[src/rtl/fpcmp_pkg.sv]
package fpcmp_pkg;
  localparam int DP_W   = 64;
  localparam int SP_W   = 32;
  localparam int DP_EXP = 11;
  localparam int SP_EXP = 8;
  localparam int MAG_W  = DP_W - 1;
  localparam int CODE_W = 3;

  typedef enum logic [CODE_W-1:0] {
    PR_LT = 3'd0,
    PR_GT = 3'd1,
    PR_EQ = 3'd2,
    PR_LE = 3'd3,
    PR_GE = 3'd4,
    PR_NE = 3'd5
  } pred_e;

  typedef struct packed {
    logic             sign;
    logic [MAG_W-1:0] mag;
    logic             nan;
    logic             zero;
  } opnd_view_t;

  // Relation result for a legal code; unordered operands fail all but NE.
  function automatic logic pred_eval(logic [CODE_W-1:0] code, logic lt,
                                     logic eq, logic unord);
    logic gt;
    logic r;
    gt = !lt && !eq && !unord;
    case (code)
      PR_LT:   r = lt;
      PR_GT:   r = gt;
      PR_EQ:   r = eq;
      PR_LE:   r = lt || eq;
      PR_GE:   r = gt || eq;
      PR_NE:   r = !eq;
      default: r = 1'b0;
    endcase
    return r;
  endfunction

  function automatic logic code_is_legal(logic [CODE_W-1:0] code);
    return code <= PR_NE;
  endfunction
endpackage

[src/rtl/fpcmp_unpack.sv]
module fpcmp_unpack
  import fpcmp_pkg::*;
#(
  parameter int WORD_W = 32,
  parameter int EXP_W  = 8
) (
  input  logic [WORD_W-1:0] raw_i,
  output opnd_view_t        view_o
);
  localparam int FRAC_W = WORD_W - EXP_W - 1;

  logic [EXP_W-1:0]  exp_f;
  logic [FRAC_W-1:0] frac_f;

  assign exp_f  = raw_i[WORD_W-2 -: EXP_W];
  assign frac_f = raw_i[FRAC_W-1:0];

  always_comb begin
    view_o.sign = raw_i[WORD_W-1];
    view_o.mag  = MAG_W'(raw_i[WORD_W-2:0]);
    view_o.nan  = (&exp_f) && (|frac_f);
    view_o.zero = ~|raw_i[WORD_W-2:0];
  end
endmodule

[src/rtl/fpcmp_order.sv]
module fpcmp_order
  import fpcmp_pkg::*;
(
  input  opnd_view_t a_i,
  input  opnd_view_t b_i,
  output logic       lt_o,
  output logic       eq_o,
  output logic       unord_o
);
  logic both_zero;
  logic mag_lt;
  logic mag_gt;

  assign both_zero = a_i.zero && b_i.zero;
  assign mag_lt    = a_i.mag < b_i.mag;
  assign mag_gt    = a_i.mag > b_i.mag;
  assign unord_o   = a_i.nan || b_i.nan;

  always_comb begin
    lt_o = 1'b0;
    eq_o = 1'b0;
    if (!unord_o) begin
      if (both_zero) begin
        eq_o = 1'b1;
      end else if (a_i.sign != b_i.sign) begin
        lt_o = a_i.sign;
      end else begin
        eq_o = (a_i.mag == b_i.mag);
        lt_o = a_i.sign ? mag_gt : mag_lt;
      end
    end
  end
endmodule

[src/rtl/fpsr_compare_unit.sv]
module fpsr_compare_unit
  import fpcmp_pkg::*;
(
  input  logic              clk,
  input  logic              rst_n,
  input  logic              op_valid,
  input  logic              dbl_sel,
  input  logic [CODE_W-1:0] pred_code,
  input  logic [DP_W-1:0]   opnd_a,
  input  logic [DP_W-1:0]   opnd_b,
  output logic              fpsr_flag
);
  opnd_view_t views [2];
  logic       cmp_lt;
  logic       cmp_eq;
  logic       cmp_unord;
  logic       pred_hit;
  logic       code_legal;
  logic       flag_load;

  for (genvar g = 0; g < 2; g++) begin : g_opnd
    logic [DP_W-1:0] word;
    opnd_view_t      sp_view;
    opnd_view_t      dp_view;

    assign word = (g == 0) ? opnd_a : opnd_b;

    fpcmp_unpack #(.WORD_W(SP_W), .EXP_W(SP_EXP)) u_sp (
      .raw_i (word[SP_W-1:0]),
      .view_o(sp_view)
    );
    fpcmp_unpack #(.WORD_W(DP_W), .EXP_W(DP_EXP)) u_dp (
      .raw_i (word),
      .view_o(dp_view)
    );

    assign views[g] = dbl_sel ? dp_view : sp_view;
  end

  fpcmp_order u_order (
    .a_i    (views[0]),
    .b_i    (views[1]),
    .lt_o   (cmp_lt),
    .eq_o   (cmp_eq),
    .unord_o(cmp_unord)
  );

  assign pred_hit   = pred_eval(pred_code, cmp_lt, cmp_eq, cmp_unord);
  assign code_legal = code_is_legal(pred_code);
  assign flag_load  = op_valid && code_legal;

  always_ff @(posedge clk or negedge rst_n) begin
    if (!rst_n) begin
      fpsr_flag <= 1'b0;
    end else if (flag_load) begin
      fpsr_flag <= pred_hit;
    end
  end
endmodule

[config.mk]
export PLATFORM = sky130hd
export DESIGN_NAME = fpsr_compare_unit
export DESIGN_NICKNAME = d
export VERILOG_FILES = /design/src/rtl/fpcmp_pkg.sv /design/src/rtl/fpcmp_unpack.sv /design/src/rtl/fpcmp_order.sv /design/src/rtl/fpsr_compare_unit.sv
export SDC_FILE = /design/constraint.sdc
export NUM_CORES = 1
export LEC_CHECK = 0
export ABC_CLOCK_PERIOD_IN_PS = 1300
export BUFFER_PORTS_ARGS = -buffer_cell sky130_fd_sc_hd__buf_2
export CELL_PAD_IN_SITES_DETAIL_PLACEMENT = 1
export CELL_PAD_IN_SITES_GLOBAL_PLACEMENT = 1
export CORE_MARGIN = 2
export CORE_UTILIZATION = 33
export DETAILED_ROUTE_END_ITERATION = 10
export GPL_TIMING_DRIVEN = 0
export PLACE_DENSITY_LB_ADDON = 0.1
export SETUP_SLACK_MARGIN = 0.4
export SYNTH_ARGS = -nofsm -noshare
export SYNTH_HDL_FRONTEND = slang
export SYNTH_SLANG_ARGS = --single-unit
[constraint.sdc]
create_clock -name clk -period 1.3 [get_ports clk]
set_input_delay 0.325 -clock clk [delete_from_list [all_inputs] [get_ports clk]]
set_output_delay 0.325 -clock clk [all_outputs]
set_load 0.02 [all_outputs]
==> out/metrics.csv, run 1 <==
stage;metric;value;unit
run_status;status;finished, violations left;
run_status;failing checks;negative setup slack;
floorplan;row count;31;
cells_and_area;flip-flop and latch area;25.02;µm²
cells_and_area;n_diodes;0;
synth;Post-Syn Instances;365;
critical_path;Critical Path RT;1150;ps
critical_path;CP dominant cell by count;clkbuf_16;
worst_hold_path;Hold Crit Class;in2async;
floorplan;Die Wd;90.93;µm
critical_path;Worst setup EP type;register;
power_and_ir_drop;power density over the cells;331.5;mW/mm²
power_and_ir_drop;Peak VDD IR;0.1590;mV
routing;Post-Route WL;10400;µm
routing;Residual DRC;0;
timing;fin. max-slew vios;0;
timing;final hold vios;0;
placed_design;Placed Area;0.003457;mm²
routing;vias per std cell;5.520;
critical_path;slowest CP cell;nor4_2;
synth;#FFs+latches synth;1;
critical_path;arrival time worst endpoint;2990;ps
synth;Netlist Area Pre-Place;0.002494;mm²
timing;post-route minimum period;3132;ps
cells_and_area;multi-input logic area;0.002611;mm²
global_route;total congestion overflow;0;
cells_and_area;number of flip-flops under the largest register name;1;
floorplan;initial core utilization;0.3420;
synth;number of flops mapped to enable cells by yosys;0;
synth;Synth cell types;45;
synth;top cell type's share of synthesized area;0.3161;
critical_path;CP startpoint;dbl_sel;
run;Max-cap violations;0;
placed_design;IO Port Bufs;134;
synth;Async SR Flop Fraction;1.000;
critical_path;Crit Path Category;in2reg;
critical_path;CP Launch Type;input port;
cells_and_area;area grow syn2layout;55.14;%
floorplan;Die Y;90.93;µm
cells_and_area;Largest Register;fpsr_flag;
timing;worst hold margin;100.0;ps
routing;DR iter-0 viols;91;
cells_and_area;registers with the most flip-flops;fpsr_flag (1);
cts;clk slew on worst S/H paths;0;ps
routing;Routed wire per std cell;16.99;µm
routing;DRT Pass-1 Iters;4;
timing;Fin Setup TNS;-1832;ps
synth;Synth Area per Inst;6.832;µm²
timing;crit share post-route;2.409;
global_route;vias in the first global route;3647;
timing;Worst slew margin;0.6925;
cells_and_area;share of layout cells above drive strength 1;0.4094;
floorplan;IO Count;136;
synth;Seq/Total Area, Yosys;0.01004;
cells_and_area;design area;0.003869;mm²
timing;Fmax;319.3;MHz
routing;Detail Route Antenna Nets;0;
global_route;first-pass GRT wire length;16920;µm
floorplan;die area;0.008268;mm²
cells_and_area;Filler cells;974;
power_and_ir_drop;Lkg Pwr;1.868;nW
synth;number of synthesis warnings;0;
routing;total number of vias;3378;
timing;setup ws final;-1832;ps
timing;RSZ-0062 raised after global routing;true;
critical_path;critical path cell sequence;clkbuf_16 -> clkbuf_16 -> clkbuf_8 -> and2_1 -> ha_1 -> a21oi_2 -> o21ai_1 -> a221oi_2 -> o21ai_2 -> nor4_2 -> o21bai_2 -> o2111ai_1 -> and3_4 -> o2111ai_2;
synth;Synth Flop Type;dfrtp_1;
global_route;initial antenna violation count;0;
critical_path;largest stage delay on the critical path;370;ps
placed_design;dpl cells;598;
critical_path;CP Max Fanout;8;
global_route;Tot GR Track Use;0.2423;
cts;hold buffer count at cts;0;
synth;synth top area cells;ha_1 32%, nand2_1 8.6%, and2_1 8.0%;
timing;worst slew pin tran;457.0;ps
synth;Post-Synthesis Net Count;563;
timing;skew final;0;ps
placed_design;dpl ws;-1979;ps
timing;setup violators final;1;
synth;Yosys top cell by area;ha_1;
global_route;largest net degree at the start of global routing;11;
critical_path;worst r2r src;fpsr_flag;
placed_design;half-perimeter wire length after placement;8688;µm
placed_design;Placer Congestion;0.8218;
cells_and_area;Non-Filler Instances;612;
floorplan;Core Box Area;0.007292;mm²
cells_and_area;nets;713;
cts;Clk Latency, worst-skew pair;0;ps
==> power by group <==
| part | total (mW) | switching, mW | internal, mW |
|---|---|---|---|
| Combinational | 1.23 | 0.630 | 0.604 |
| Clock | 0 | 0 | 0 |
| Sequential | 0.0488 | 0.00856 | 0.0402 |
| Total | 1.28 | 0.638 | 0.644 |
==> critical path: cells and delay by family <==
| family | cells | cell delay [ps] |
|---|---|---|
| compound gates | 7 | 1150 |
| fa+ha+maj | 1 | 340 |
| buf+inv | 3 | 450 |
| simple gates | 3 | 720 |
==> area by class of cell <==
cell class	instances	share of cell area
buffer	8	0.04301
inverter	36	0.03493
multi-input combinational	320	0.6750
sequential	1	0.006468
tap	99	0.03202
timing repair buffer	148	0.2086
==> worst paths after layout <==
path | slack, ps | cells after the start | end
worst min register to register | 570 | 2 | fpsr_flag
worst max register to register | 380 | 2 | fpsr_flag
min in group clk | 570 | 2 | fpsr_flag
worst min-delay path | 100 | 1 | fpsr_flag
worst max-delay path | -1830 | 14 | fpsr_flag
max in group asynchronous | 1120 | 1 | fpsr_flag
==> placed cells by master, fill, tap and decap left out, types with 3 or more instances in the layout <==
| master | count |
|---|---|
| a221oi_2 | 3 |
| nand3_1 | 8 |
| ha_1 | 47 |
| a21oi_1 | 25 |
| nor2_1 | 8 |
| or4_1 | 3 |
| buf_4 | 9 |
| and4_1 | 3 |
| nor3_1 | 9 |
| clkbuf_8 | 5 |
| inv_1 | 36 |
| buf_2 | 134 |
| clkbuf_16 | 5 |
| nor4_1 | 25 |
| o21ai_1 | 8 |
| nor4_2 | 3 |
| nand4_1 | 24 |
| o21ai_0 | 6 |
| and2_1 | 17 |
| ha_4 | 16 |
| nand2_1 | 55 |
| and2_4 | 15 |
==> per-layer routing <==
metal / global-route usage / vias to the layer above / wire length (µm)
met5: 0 / - / 0
met4: 0.04040 / 0 / 161
met3: 0.02241 / 12 / 549
met2: 0.4531 / 113 / 5186
met1: 0.3030 / 1574 / 4501
li1: - / 1679 / -
==> what timing repair did <==
| action | 4_1_cts | 5_1_grt |
|---|---|---|
| pin swaps | 22 | 9 |
| hold endpoints to repair | 0 | 0 |
| gates resized for setup | 34 | 10 |
| cloned | 4 | 0 |
| buffers inserted | 9 | 1 |
| endpoints found under the setup margin | 1 | 1 |
==> synth_stat cells, types with 2 or more instances <==
master and instances:
o21ai_1 7, ha_1 63, nand2_1 57, nor4_1 25
inv_1 36, o21ai_0 8, a221oi_1 3, nand4_1 24
and4_1 4, nor4_2 4, o22ai_1 2, nor3b_1 2
clkbuf_1 8, o21bai_1 3, nand3b_1 2, and2_1 32
a221oi_2 2, a211oi_1 3, a21oi_1 26, a21o_1 2
or4_1 3, xnor2_1 2, nor3_1 9, nand3_1 9
a2111oi_0 2, nor2_1 8
==> kinds of logic (layout without fill, tap and decap cells) <==
kind of cell,after synthesis,in the layout,synth area share
compound gates,65,65,0.1676
xor+xnor,2,2,0.007026
fa+ha+maj,63,63,0.3161
buf+inv,44,192,0.06623
flops,1,1,0.01003
mux,2,2,0.008530
simple gates,188,188,0.4245
==> per-stage QoR <==
| stage | power (mW) | util |
|---|---|---|
| floorplan | 0.6381 | - |
| global placement | 1.062 | 0.4741 |
| detailed placement | 1.099 | 0.4741 |
| CTS | 1.240 | 0.5235 |
| global route | 1.421 | 0.5305 |
| finish | 1.282 | 0.5305 |
Power figures use the tool's default switching activity.
==> run 2, diff against run 1 <==
--- a/config.mk
+++ b/config.mk
@@ -10,7 +10,7 @@
 export CELL_PAD_IN_SITES_DETAIL_PLACEMENT = 1
 export CELL_PAD_IN_SITES_GLOBAL_PLACEMENT = 1
 export CORE_MARGIN = 2
-export CORE_UTILIZATION = 33
+export CORE_UTILIZATION = 30
 export DETAILED_ROUTE_END_ITERATION = 10
 export GPL_TIMING_DRIVEN = 0
 export PLACE_DENSITY_LB_ADDON = 0.1
==> run 2 against run 1 <==
  * The run still ends with negative setup slack left
  * First-iteration DRC count fell by 37%
  * Maximum frequency rose by 0.81%
  * Final area rose by 1.6%
  * Flip-flop and latch count did not move
  * Critical endpoint unchanged
  * Largest power group unchanged
  * Highest routed layer unchanged
==> out/metrics.csv, run 2 (synthesized netlist as in run 1, its figures left out) <==
stage;metric;value;unit
global_route;met1 GRT Util;0.2615;
cells_and_area;design area;0.003930;mm²
routing;Residual DRC;0;
cells_and_area;most common cell after layout, fill and taps aside;buf_2;
power_and_ir_drop;Lkg Pwr;1.897;nW
critical_path;CP Launch Type;input port;
floorplan;Core Box Area;0.008134;mm²
timing;Fmax;321.9;MHz
global_route;GRT Max-Usage Layer;met2;
routing;Routed wire per std cell;16.35;µm
timing;fin. max-slew vios;0;
critical_path;Crit Path Category;in2reg;
critical_path;arrival time worst endpoint;3010;ps
floorplan;initial core utilization;0.3066;
timing;post-route minimum period;3107;ps
cells_and_area;number of flip-flops under the largest register name;1;
timing;skew final;0;ps
routing;DRT Pass-1 Iters;4;
placed_design;IO Port Bufs;134;
routing;DR iter-0 viols;57;
critical_path;CP startpoint;dbl_sel;
routing;Post-Route WL;10140;µm
power_and_ir_drop;total power;1.283;mW
placed_design;Placed Area;0.003465;mm²
timing;setup ws final;-1807;ps
global_route;largest net degree at the start of global routing;11;
critical_path;CP Max Fanout;7;
floorplan;die area;0.009057;mm²
floorplan;IO Count;136;
cells_and_area;nets;715;
critical_path;Critical Path RT;1210;ps
critical_path;worst r2r src;fpsr_flag;
timing;Worst slew margin;0.6505;
critical_path;Worst setup EP type;register;
placed_design;dpl cells;604;
floorplan;row count;33;
cells_and_area;Final Util;0.4832;
run;Max-cap violations;0;
cts;Clk Latency, worst-skew pair;0;ps
critical_path;R2R depth;2;
power_and_ir_drop;Peak VDD IR;0.1213;mV
global_route;Tot GR Track Use;0.2215;
routing;Detail Route Antenna Nets;0;
cts;clk slew on worst S/H paths;0;ps
critical_path;worst setup path end;fpsr_flag;
routing;vias per std cell;5.363;
timing;crit share post-route;2.390;
worst_hold_path;Hold Crit Class;in2async;
run_status;failing checks;negative setup slack;
cells_and_area;n_diodes;0;
timing;RSZ-0062 raised after global routing;true;
cells_and_area;area grow syn2layout;57.60;%
global_route;vias in the first global route;3538;
critical_path;R2R setup slack;340;ps
timing;setup violators final;1;
global_route;first-pass GRT wire length;16150;µm
global_route;initial antenna violation count;0;
cells_and_area;Largest Register;fpsr_flag;
cts;hold buffer count at cts;0;
global_route;GR Layer Usage met3;0.006324;
placed_design;half-perimeter wire length after placement;8602;µm
timing;Fin Setup TNS;-1807;ps
floorplan;Die Wd;95.17;µm
run_status;status;finished, violations left;
critical_path;reg2reg end;fpsr_flag;
timing;final hold vios;0;
global_route;total congestion overflow;0;
cells_and_area;most frequent cells in the layout;133 x buf_2, 48 x ha_1, 45 x nand2_1;
global_route;met2 Usage GRT;0.4472;
power_and_ir_drop;power density over the cells;326.4;mW/mm²
routing;total number of vias;3325;
placed_design;Placer Congestion;0.8616;
cells_and_area;registers with the most flip-flops;fpsr_flag (1);
timing;worst slew pin tran;511.0;ps
cells_and_area;share of layout cells above drive strength 1;0.4175;
floorplan;Die Y;95.17;µm
cells_and_area;Non-Filler Instances;620;
[run 2: power breakdown]
group          switching, mW  internal, mW  leakage, nW
Sequential            0.0117        0.0402       0.0120
Combinational          0.616         0.615         1.88
Clock                      0             0            0
[run 2: timing repair]
item,in CTS,in global routing
pin swaps,23,10
setup buffers,10,2
gates cloned,3,1
setup endpoints to repair,1,2
resized for setup,44,11
[run 2: layer usage]
layer / up-vias / wire length (µm) / share of wire
li1: 1669 / - / -
met1: 1555 / 4166 / 0.41
met2: 90 / 5404 / 0.53
met3: 11 / 446 / 0.044
met4: 0 / 120 / 0.012
met5: - / 0 / 0
[run 2: worst min path at each step]
stage / start / end / slack [ps] / cells after the start
2_1_floorplan: rst_n / fpsr_flag / 30 / 0
3_3_place_gp: rst_n / fpsr_flag / 100 / 1
5_1_grt: rst_n / fpsr_flag / 100 / 1
4_1_cts: rst_n / fpsr_flag / 100 / 1
3_5_place_dp: rst_n / fpsr_flag / 100 / 1
6_report: rst_n / fpsr_flag / 100 / 1
[run 2: per-stage QoR]
step / hold slack (ps) / setup WS, ps
final: 99.20 / -1807
after global routing: 103.8 / -1959
after CTS: 100.2 / -1784
after detailed placement: 99.89 / -1985
after global placement: 99.53 / -1921
after floorplan: 29.41 / -1461
[run 2: critical path, stage by stage]
cell and delay (ps):
clkbuf_16 120, clkbuf_16 150, buf_12 140, buf_4 130, buf_6 120, nand2_1 60
ha_1 220, and4_1 150, and4bb_2 270, buf_6 130, nand2_2 60, o22ai_2 90
nor4_4 330, o21bai_2 120, a211o_1 270, and3_4 150, o2111ai_2 160
[run 2: layout make-up]
class                           count  area [µm²]
Inverter                           36       135.1
Buffer                              8       188.9
Sequential cell                     1       25.02
Timing Repair Buffer              150       835.8
Fill cell                        1049        4204
Tap cell                          105       131.4
Multi-Input combinational cell    320        2614
